**config.mk**
```make
export PLATFORM = sky130hd
export DESIGN_NAME = trig_xbar
export DESIGN_NICKNAME = d
export VERILOG_FILES = /design/src/rtl/trig_xbar_pkg.sv /design/src/rtl/trig_clk_div.sv /design/src/rtl/trig_sync_gen.sv /design/src/rtl/trig_route.sv /design/src/rtl/trig_xbar_cfg.sv /design/src/rtl/trig_xbar.sv
export SDC_FILE = /design/constraint.sdc
export NUM_CORES = 1
export LEC_CHECK = 0
export BUFFER_PORTS_ARGS = -buffer_cell sky130_fd_sc_hd__buf_4
export CORE_MARGIN = 5
export CORE_UTILIZATION = 35
export DETAILED_ROUTE_END_ITERATION = 6
export PLACE_DENSITY = 0.58
export SLEW_MARGIN = 20
export SYNTH_ARGS = -nofsm -noshare
export SYNTH_HDL_FRONTEND = slang
export SYNTH_SLANG_ARGS = --single-unit
```
**constraint.sdc**
```tcl
create_clock -name clk -period 7.3 [get_ports clk]
set_input_delay 1.46 -clock clk [delete_from_list [all_inputs] [get_ports clk]]
set_output_delay 1.46 -clock clk [all_outputs]
set_load 0.005 [all_outputs]
```
**src/rtl/trig_xbar_pkg.sv**
```systemverilog
package trig_xbar_pkg;
    localparam int NUM_SE    = 6;
    localparam int NUM_DIFF  = 3;
    localparam int NUM_BP    = 8;
    localparam int NUM_REF   = 4;
    localparam int NUM_ROUTE = NUM_SE + NUM_DIFF;
    localparam int SRC_W     = 5;
    localparam int NUM_CODE  = 1 << SRC_W;
    localparam int EXP_W     = 4;
    localparam int EXP_MAX   = 9;
    localparam int CNT_W     = EXP_MAX;
    localparam int CFG_AW    = 4;
    localparam int CFG_DW    = 10;
    localparam int CLK_ADDR  = NUM_ROUTE;

    localparam logic [SRC_W-1:0] SRC_ZERO  = 5'd0;
    localparam logic [SRC_W-1:0] SRC_ONE   = 5'd1;
    localparam logic [SRC_W-1:0] SRC_FP0   = 5'd2;
    localparam logic [SRC_W-1:0] SRC_PAIR0 = 5'd8;

    typedef enum logic [1:0] {
        RATE_FULL = 2'd0,
        RATE_DIV1 = 2'd1,
        RATE_DIV2 = 2'd2,
        RATE_ALT  = 2'd3
    } rate_e;

    typedef struct packed {
        rate_e            rate;
        logic             sync_en;
        logic [SRC_W-1:0] src;
    } route_cfg_t;

    function automatic logic [SRC_W-1:0] loop_code(input int route);
        if (route < NUM_SE)
            return SRC_FP0 + SRC_W'(route);
        return SRC_PAIR0 + SRC_W'(route - NUM_SE);
    endfunction
endpackage

```
**src/rtl/trig_clk_div.sv**
```systemverilog
module trig_clk_div
    import trig_xbar_pkg::*;
(
    input  logic             clk,
    input  logic             rst,
    input  logic             tick_in,
    input  logic [EXP_W-1:0] exp_cfg,
    output logic             tick_out
);
    typedef enum logic {DIV_PASS, DIV_COUNT} div_state_e;

    div_state_e       state;
    logic [EXP_W-1:0] act_exp;
    logic [CNT_W-1:0] cnt;
    logic [CNT_W-1:0] lim;
    logic [EXP_W-1:0] next_exp;

    assign lim      = (CNT_W'(1) << act_exp) - CNT_W'(1);
    assign next_exp = (exp_cfg > EXP_W'(EXP_MAX)) ? EXP_W'(EXP_MAX) : exp_cfg;

    always_ff @(posedge clk) begin
        if (rst) begin
            state   <= DIV_PASS;
            act_exp <= '0;
            cnt     <= '0;
        end else if (tick_out) begin
            cnt     <= '0;
            act_exp <= next_exp;
            state   <= (next_exp == '0) ? DIV_PASS : DIV_COUNT;
        end else if (tick_in) begin
            cnt <= cnt + CNT_W'(1);
        end
    end

    always_comb begin
        unique case (state)
            DIV_PASS:  tick_out = tick_in;
            DIV_COUNT: tick_out = tick_in && (cnt == lim);
            default:   tick_out = 1'b0;
        endcase
    end

    // the active exponent never exceeds the clamp limit
    a_r4_exp_clamped: assert property (@(posedge clk) disable iff (rst)
        act_exp <= EXP_W'(EXP_MAX));

    // the exponent changes only at a terminal count
    a_r9_exp_hold: assert property (@(posedge clk) disable iff (rst)
        !tick_out |=> $stable(act_exp));
endmodule

```
**src/rtl/trig_sync_gen.sv**
```systemverilog
module trig_sync_gen
    import trig_xbar_pkg::*;
(
    input  logic               clk,
    input  logic               rst,
    input  logic [NUM_REF-1:0] ref_in,
    input  logic [1:0]         ref_sel,
    input  logic [EXP_W-1:0]   exp1,
    input  logic [EXP_W-1:0]   exp2,
    output logic [2:0]         ticks,
    output logic               sclk_lvl
);
    logic [NUM_REF-1:0] meta_q, lvl_q, prev_q;
    logic               tick_full;

    always_ff @(posedge clk) begin
        if (rst) begin
            meta_q <= '0;
            lvl_q  <= '0;
            prev_q <= '0;
        end else begin
            meta_q <= ref_in;
            lvl_q  <= meta_q;
            prev_q <= lvl_q;
        end
    end

    assign sclk_lvl  = lvl_q[ref_sel];
    assign tick_full = lvl_q[ref_sel] & ~prev_q[ref_sel];
    assign ticks[0]  = tick_full;

    trig_clk_div i_div1 (
        .clk(clk), .rst(rst), .tick_in(tick_full), .exp_cfg(exp1), .tick_out(ticks[1])
    );
    trig_clk_div i_div2 (
        .clk(clk), .rst(rst), .tick_in(tick_full), .exp_cfg(exp2), .tick_out(ticks[2])
    );
endmodule

```
**src/rtl/trig_route.sv**
```systemverilog
module trig_route
    import trig_xbar_pkg::*;
(
    input  logic                clk,
    input  logic                rst,
    input  logic [NUM_CODE-1:0] src_vec,
    input  route_cfg_t          cfg,
    input  logic [2:0]          ticks,
    output logic                out
);
    logic sel_tick;
    logic src_bit;
    logic s1_q, s2_q;

    always_comb begin
        unique case (cfg.rate)
            RATE_DIV1: sel_tick = ticks[1];
            RATE_DIV2: sel_tick = ticks[2];
            default:   sel_tick = ticks[0];
        endcase
    end

    assign src_bit = src_vec[cfg.src];

    always_ff @(posedge clk) begin
        if (rst) begin
            s1_q <= 1'b0;
            s2_q <= 1'b0;
        end else if (sel_tick) begin
            s1_q <= src_bit;
            s2_q <= s1_q;
        end
    end

    assign out = cfg.sync_en ? s2_q : src_bit;

    // a synchronized output holds when no tick was selected
    a_r6_sync_hold: assert property (@(posedge clk) disable iff (rst)
        ($past(cfg.sync_en && !sel_tick) && cfg.sync_en) |-> $stable(out));

    // a direct constant-zero route stays low
    a_r1_zero_low: assert property (@(posedge clk) disable iff (rst)
        (!cfg.sync_en && cfg.src == SRC_ZERO) |-> !out);
endmodule

```
**src/rtl/trig_xbar_cfg.sv**
```systemverilog
module trig_xbar_cfg
    import trig_xbar_pkg::*;
(
    input  logic              clk,
    input  logic              rst,
    input  logic              cfg_wr,
    input  logic [CFG_AW-1:0] cfg_addr,
    input  logic [CFG_DW-1:0] cfg_wdata,
    output route_cfg_t        route_o [NUM_ROUTE],
    output logic [1:0]        ref_sel_o,
    output logic [EXP_W-1:0]  exp1_o,
    output logic [EXP_W-1:0]  exp2_o
);
    route_cfg_t route_q [NUM_ROUTE];

    always_ff @(posedge clk) begin
        if (rst) begin
            for (int k = 0; k < NUM_ROUTE; k++)
                route_q[k] <= '0;
            ref_sel_o <= '0;
            exp1_o    <= '0;
            exp2_o    <= '0;
        end else if (cfg_wr) begin
            for (int k = 0; k < NUM_ROUTE; k++)
                if (cfg_addr == CFG_AW'(k) && cfg_wdata[SRC_W-1:0] != loop_code(k))
                    route_q[k] <= route_cfg_t'(cfg_wdata[7:0]);
            if (cfg_addr == CFG_AW'(CLK_ADDR)) begin
                ref_sel_o <= cfg_wdata[1:0];
                exp1_o    <= cfg_wdata[5:2];
                exp2_o    <= cfg_wdata[9:6];
            end
        end
    end

    assign route_o = route_q;

    for (genvar k = 0; k < NUM_ROUTE; k++) begin : g_chk
        // a loopback selection leaves the route register unchanged
        a_r7_loop_ignored: assert property (@(posedge clk) disable iff (rst)
            (cfg_wr && cfg_addr == CFG_AW'(k) && cfg_wdata[SRC_W-1:0] == loop_code(k))
            |=> $stable(route_q[k]));
    end
endmodule

```
**src/rtl/trig_xbar.sv**
```systemverilog
module trig_xbar
    import trig_xbar_pkg::*;
(
    input  logic              clk,
    input  logic              rst,
    input  logic              cfg_wr,
    input  logic [CFG_AW-1:0] cfg_addr,
    input  logic [CFG_DW-1:0] cfg_wdata,
    input  logic [NUM_SE-1:0] fp_in,
    input  logic [NUM_DIFF-1:0] pair_in,
    input  logic [NUM_BP-1:0] bp_in,
    input  logic              star_in,
    input  logic              sw_trig,
    input  logic              dstar_in,
    input  logic [NUM_REF-1:0] ref_in,
    output logic [NUM_SE-1:0] fp_out,
    output logic [NUM_DIFF-1:0] pair_out
);
    route_cfg_t           route_cfg [NUM_ROUTE];
    logic [1:0]           ref_sel;
    logic [EXP_W-1:0]     exp1, exp2;
    logic [2:0]           ticks;
    logic                 sclk_lvl;
    logic [NUM_CODE-1:0]  src_vec;
    logic [NUM_ROUTE-1:0] route_out;

    trig_xbar_cfg i_cfg (
        .clk(clk), .rst(rst), .cfg_wr(cfg_wr), .cfg_addr(cfg_addr), .cfg_wdata(cfg_wdata),
        .route_o(route_cfg), .ref_sel_o(ref_sel), .exp1_o(exp1), .exp2_o(exp2)
    );

    trig_sync_gen i_sync (
        .clk(clk), .rst(rst), .ref_in(ref_in), .ref_sel(ref_sel),
        .exp1(exp1), .exp2(exp2), .ticks(ticks), .sclk_lvl(sclk_lvl)
    );

    assign src_vec = {(NUM_CODE - 23)'(0), dstar_in, sclk_lvl, sw_trig, star_in,
                      bp_in, pair_in, fp_in, 1'b1, 1'b0};

    for (genvar k = 0; k < NUM_ROUTE; k++) begin : g_route
        trig_route i_route (
            .clk(clk), .rst(rst), .src_vec(src_vec), .cfg(route_cfg[k]),
            .ticks(ticks), .out(route_out[k])
        );
    end

    assign fp_out   = route_out[NUM_SE-1:0];
    assign pair_out = route_out[NUM_ROUTE-1:NUM_SE];
endmodule

```
==> results of run 1 <==
==> registers in the layout (all words and copies together), names as in the netlist, 9 cells and up <==
register	cells
g_route.i_route.s1_q	9
g_route.i_route.s2_q	9
i_cfg.route_o	72
i_sync.i_div1.cnt	9
i_sync.i_div2.cnt	9
==> final timing paths <==
| check | startpoint | to | cells past startpoint |
|---|---|---|---|
| hold / removal | i_sync.meta_q[1] | i_sync.lvl_q[1] | 1 |
| setup reg to reg | i_sync.i_div1.act_exp[0] | g_route[8].i_route.s2_q | 10 |
| hold reg to reg | i_sync.meta_q[1] | i_sync.lvl_q[1] | 1 |
| setup / recovery | bp_in[4] | fp_out[2] | 6 |
==> kinds of logic after synthesis <==
group,Yosys count
and+or+nand+nor,318
AOI/OAI and AO/OA,165
DFF,140
adders and majority gates,22
muxes,130
xor gates and xnor gates,22
buffers and inverters,130
==> per-layer routing <==
metal,GRT usage (%),part of all wire (%),vias up
li1,-,-,3291
met1,22.3,48,3251
met2,24.8,47,167
met3,2.77,4.3,27
met4,3.84,1.5,0
met5,0,0,-
==> layout by cell type (no fill, tap or decap), drive strengths merged, types with 20 or more instances in the layout <==
cell type / instances
clkbuf: 20
nand2b: 25
nand2: 63
o21ai: 26
nor2b: 28
buf: 52
inv: 56
a21oi: 53
dfxtp: 140
ha: 22
mux4: 47
mux2i: 82
a31oi: 21
nor2: 120
==> cells in the mapped netlist, types with 5 or more instances <==
cell type,n,area share (%)
dfxtp_1,140,33
nor2_1,120,5.2
mux2i_1,82,9.6
nand2_1,63,2.8
inv_1,54,2.4
a21oi_1,52,3.0
mux4_2,47,12
clkbuf_1,36,1.6
nor2b_1,26,1.9
nand2b_1,25,1.8
buf_2,22,1.3
ha_1,22,3.2
o21ai_0,22,1.3
a31oi_1,20,1.5
a22oi_1,15,1.3
or2_2,14,1.0
xor2_1,13,1.3
nand3_1,12,0.70
nor3_1,12,0.70
buf_4,11,0.96
a2111oi_0,9,0.92
xnor2_1,9,0.92
a221oi_4,8,2.4
or3_1,8,0.58
nand4_1,7,0.51
a211oi_1,6,0.52
a221oi_1,5,0.51
==> final cells by class <==
cell class	count	area [um2]
clock buffer	20	457
tap	324	405
inverter	56	210
clock inverter	11	119
multi-input combinational	657	5200
sequential	140	2800
fill	2451	14700
timing repair buffer	52	390
==> stage by stage <==
step	power [mW]	setup slack, ns	util (%)
floorplan	0.950	3.11	-
global placement	1.01	2.67	37.1
detailed placement	1.01	2.66	37.2
CTS	1.87	2.65	39.5
global route	1.92	2.58	39.5
finish	1.84	2.58	39.5
==> report_power, final <==
group	internal, mW	total, mW	switching, mW
Clock	0.518	0.850	0.332
Combinational	0.0902	0.203	0.113
Sequential	0.776	0.791	0.0155
Total	1.38	1.84	0.461
==> worst reg2reg max path, stage by stage (launching register included) <==
cell      delay, ns
dfxtp_1        0.47
inv_1          0.12
or4_1          0.54
ha_1           0.35
or4_4          0.47
a21boi_1       0.15
a311o_2        0.14
a221oi_2       0.07
and2_4         0.27
a221oi_4       0.44
mux2i_1        0.22
==> metrics, run 1 <==
run status completed; final cell count without fillers between 1000 and 1500; fin crit share about two thirds; PostCTS Resize Cnt 0; cts hold-fix bufs 0; maximum capacitance violations 0; buffers plus inverters on the worst setup path 2; Avg Cell Area, Syn about 9 um2; # IOs 50; Area after DPL 9010 um2; r2r setup slk 4.00 ns; Root Buffer clkbuf_16; Syn. warnings 0; Ant. Diodes 0; Slew Limit Fails 0; share of layout cells above drive strength 1 between 15 and 20%; CTS tree built; Die Ht 167 um; pin count of the biggest net entering global routing 70; crit end category output port; Crit Path Class input pin to output port; CTS max path bufs 2; clk_skew between 0.01 and 0.015 ns; clock sink count 140; post-route design area 9590 um2; post-CTS setup buffer count 0; FF+latch count, synth 140; P_leak 3.43 nW; Core ar. between 20000 and 25000 um2; required time of the critical path between 5 and 6 ns; crit-path max FO 9; global route overflow 0; distinct cell type count after synthesis between 70 and 80; DIE AREA about 28000 um2; Synth Area in Adders 3.20%; H-tree levels 4; count of endpoints failing hold in the final timing report 0; FFs w/ async S/R, synth 0%; gr usage total 15.6%; CTS Buf Count 17; Site Rows 57; Final HPWL DP 14700 um; PwrDens ~190 nW/um2; Startpoint Class input pin; final setup vio count 0; Max IR drop VDD 158 uV; vias in the first global route around 6400; Skew-Pair Late Insertion Delay between 0.4 and 0.5 ns; CP max-delay cell mux4_2; RSZ-0062 raised after global routing no; vias post-DR roughly 6700; fmax approximately 0.21 GHz; Post-synth EDFFs 0; Layout area overhead 11.5%; main combinational cell family by area after synthesis multiplexers; top cell family by delay on the critical path multiplexers; vias per std cell approximately 5.3; post-synthesis cell count slightly above 900; Initial DRT Pass Iterations 5; WL/cell about 17 um; CP max stage delay 0.49 ns; DR iter-0 viols between 500 and 600; Hold Worst Slack around 0.44 ns; multiplexer share of the synthesized area ~22%; worst rel slew slack between 20 and 30%; wirelength, routed 21400 um; xor/xnor cell area share of the yosys netlist around 2.2%; TNS Setup 0 ns; simple-gate portion of the synthesized area between 10% and 20%; DRC 0; worst-margin pin slew between 1 and 1.5 ns; compound-cell area share of the yosys netlist approximately 15%; Total Nets Final between 900 and 1000; crit-path cells buf_4 -> mux4_2 -> mux4_2 -> a21oi_1 -> mux2i_1 -> buf_4; Post-synth top flop dfxtp_1; Die W 167 um; sequential fraction of the synthesis area 32.6%; port bufs approximately 50; Hold Path Class register to register; placed instance count between 1000 and 1500; RD Place Congestion 0.844; Final Critical Period 4.72 ns; Clk pin slew, worst setup/hold paths around 0.06 ns; post-route ant nets 0; Initial Util roughly 35%; CP arrival 3.26 ns; Synthesized Nets 990; first-pass GRT wire length around 35000 um; initial antenna violation count 0; Mapped Area between 8000 and 9000 um2
(Power assumes the default switching activity.)
==> inputs of run 2 (changes only) <==
--- a/config.mk
+++ b/config.mk
@@ -9,7 +9,7 @@
 export CORE_MARGIN = 5
 export CORE_UTILIZATION = 35
 export DETAILED_ROUTE_END_ITERATION = 6
-export PLACE_DENSITY = 0.58
+export PLACE_DENSITY = 0.6
 export SLEW_MARGIN = 20
 export SYNTH_ARGS = -nofsm -noshare
 export SYNTH_HDL_FRONTEND = slang
==> constraint.sdc (replaced) <==
create_clock -name clk -period 3.95 [get_ports clk]
set_input_delay 0.79 -clock clk [delete_from_list [all_inputs] [get_ports clk]]
set_output_delay 0.79 -clock clk [all_outputs]
set_load 0.005 [all_outputs]
==> metrics, run 2 (same netlist as run 1, synthesis figures left out) <==
run status completed (unchanged); hold endpoint i_sync.lvl_q[3] (was i_sync.lvl_q[1]); CTS Buf Count 17 (unchanged); clk_skew 0.0147 ns (was 0.0124 ns); Initial DRT Pass Iterations 4 (was 5); Final Critical Period approximately 3.5 ns; clock sink count 140 (unchanged); Skew-Pair Late Insertion Delay 0.43 ns (was 0.42 ns); hold wc startpoint i_sync.meta_q[3] (was i_sync.meta_q[1]); fmax approximately 0.28 GHz; Site Rows 57 (unchanged); Ant. Diodes 0 (unchanged); WL/cell 16.5 um (was 16.9 um); Startpoint Class register (was input pin); vias post-DR 6675 (was 6736); Hold Path Class register to register (unchanged); crit end category output port (unchanged); crit-path max FO 9 (unchanged); CTS max path bufs 2 (unchanged); global route overflow 0 (unchanged); share of layout cells above drive strength 1 18.9% (was 18.5%); Max IR drop VDD 243 uV (was 158 uV); post-CTS setup buffer count 0 (unchanged); TNS Setup 0 ns (unchanged); reg2reg path depth 10 (unchanged); initial antenna violation count 0 (unchanged); DR iter-0 viols 457 (was 503); vias in the first global route 6491 (was 6443); cts hold-fix bufs 0 (unchanged); Total Nets Final 991 (was 987); Largest register FFs 72 (unchanged); # IOs 50 (unchanged); worst-margin pin slew 1.04 ns (was 1.06 ns); CTS tree built (unchanged); pin count of the biggest net entering global routing 78 (was 70); Crit Path Class register to output port (was input pin to output port); worst rel slew slack 29.7% (was 28.5%); RD Place Congestion 0.845 (was 0.844); PostCTS Resize Cnt 0 (unchanged); RSZ-0062 raised after global routing no (unchanged); count of endpoints failing hold in the final timing report 0 (unchanged); Hold Worst Slack 0.436 ns (was 0.437 ns); Clk pin slew, worst setup/hold paths 0.06 ns (about the same); Slew Limit Fails 0 (unchanged); Core ar. 24200 um2 (unchanged); Final HPWL DP 14800 um (was 14700 um); FF-to-FF Start i_sync.i_div1.act_exp[0] (unchanged); P_leak 3.45 nW (was 3.43 nW); vias per std cell 5.28 (was 5.35); required time of the critical path 3.16 ns (was 5.84 ns); H-tree levels 4 (unchanged); port bufs 49 (unchanged); first-pass GRT wire length 34700 um (was 35500 um); Reg-to-Reg End g_route[2].i_route.s1_q (was g_route[8].i_route.s2_q); post-route ant nets 0 (unchanged); r2r setup slk 0.67 ns (was 4.00 ns); Min-Delay Path Depth 1 (unchanged); Root Buffer clkbuf_16 (unchanged); Initial Util 35.4% (unchanged); commonest cells after routing, fill and taps aside 140 x dfxtp_1, 120 x nor2_1, 82 x mux2i_1 (unchanged); maximum capacitance violations 0 (unchanged); gr usage total 15.3% (was 15.6%); wirelength, routed 20800 um (was 21400 um); DIE AREA 27800 um2 (unchanged); Die W 167 um (unchanged); final setup vio count 0 (unchanged); PwrDens 357 nW/um2 (was 192 nW/um2); DRC 0 (unchanged); Die Ht 167 um (unchanged); most common cell after layout, fill and taps aside dfxtp_1 (unchanged); CP arrival 2.72 ns (was 3.26 ns); Layout area overhead 12.0% (was 11.5%); fin crit share roughly nine tenths
run 2: through the flow:
| stage | setup WS [ns] | util [%] | cells | instance area [um2] | power [mW] |
|---|---|---|---|---|---|
| 3_3_place_gp | 0.575 | 37.3 | 1233 | 9030 | 1.86 |
| 2_1_floorplan | 1.05 | - | 927 | 8590 | 1.76 |
| 4_1_cts | 0.402 | 39.7 | 1265 | 9620 | 3.47 |
| 5_1_grt | 0.297 | 39.7 | 1265 | 9620 | 3.58 |
| 6_report | 0.438 | 39.7 | 1265 | 9620 | 3.43 |
| 3_5_place_dp | 0.586 | 37.3 | 1233 | 9030 | 1.87 |
run 2: final cells by class:
type                            count  area (um2)
Sequential cell                   140        2800
Clock buffer                       17         425
Clock inverter                     15         165
Multi-Input combinational cell    657        5190
Inverter                           56         210
Tap cell                          324         405
Fill cell                        2473       14600
Timing Repair Buffer               56         420
run 2: how the worst max path moves through the flow:
stage                              from                      end  slack (ns)  cells after the start
2_1_floorplan  i_sync.i_div1.act_exp[0]  g_route[0].i_route.s1_q        1.05                     12
3_3_place_gp                   bp_in[4]                fp_out[0]        0.57                      6
3_5_place_dp                   bp_in[4]                fp_out[0]        0.59                      6
4_1_cts               i_cfg.route_o[64]                fp_out[0]        0.40                      5
5_1_grt               i_cfg.route_o[56]                fp_out[1]        0.30                      5
6_report              i_cfg.route_o[32]                fp_out[4]        0.44                      5
run 2: report_power, final:
part	leakage [nW]	total [mW]	internal (mW)	switching (mW)
clock network	0.282	1.60	0.940	0.657
logic	2.03	0.376	0.169	0.207
registers	1.13	1.46	1.43	0.0279
run 2: worst max-delay path: stages, from the launching register on:
cell and delay [ns]:
dfxtp_1 0.61, mux4_2 0.60, mux4_2 0.48, a21oi_1 0.33, mux2i_1 0.13, buf_4 0.15
run 2: per-layer routing:
layer	wire (um)	global-route usage, %	vias up	part of all wire [%]
met4	314	4.41	0	1.5
li1	-	-	3302	-
met1	9670	21.0	3173	46
met3	1100	3.56	25	5.3
met2	9770	24.2	175	47
met5	0	0	-	0
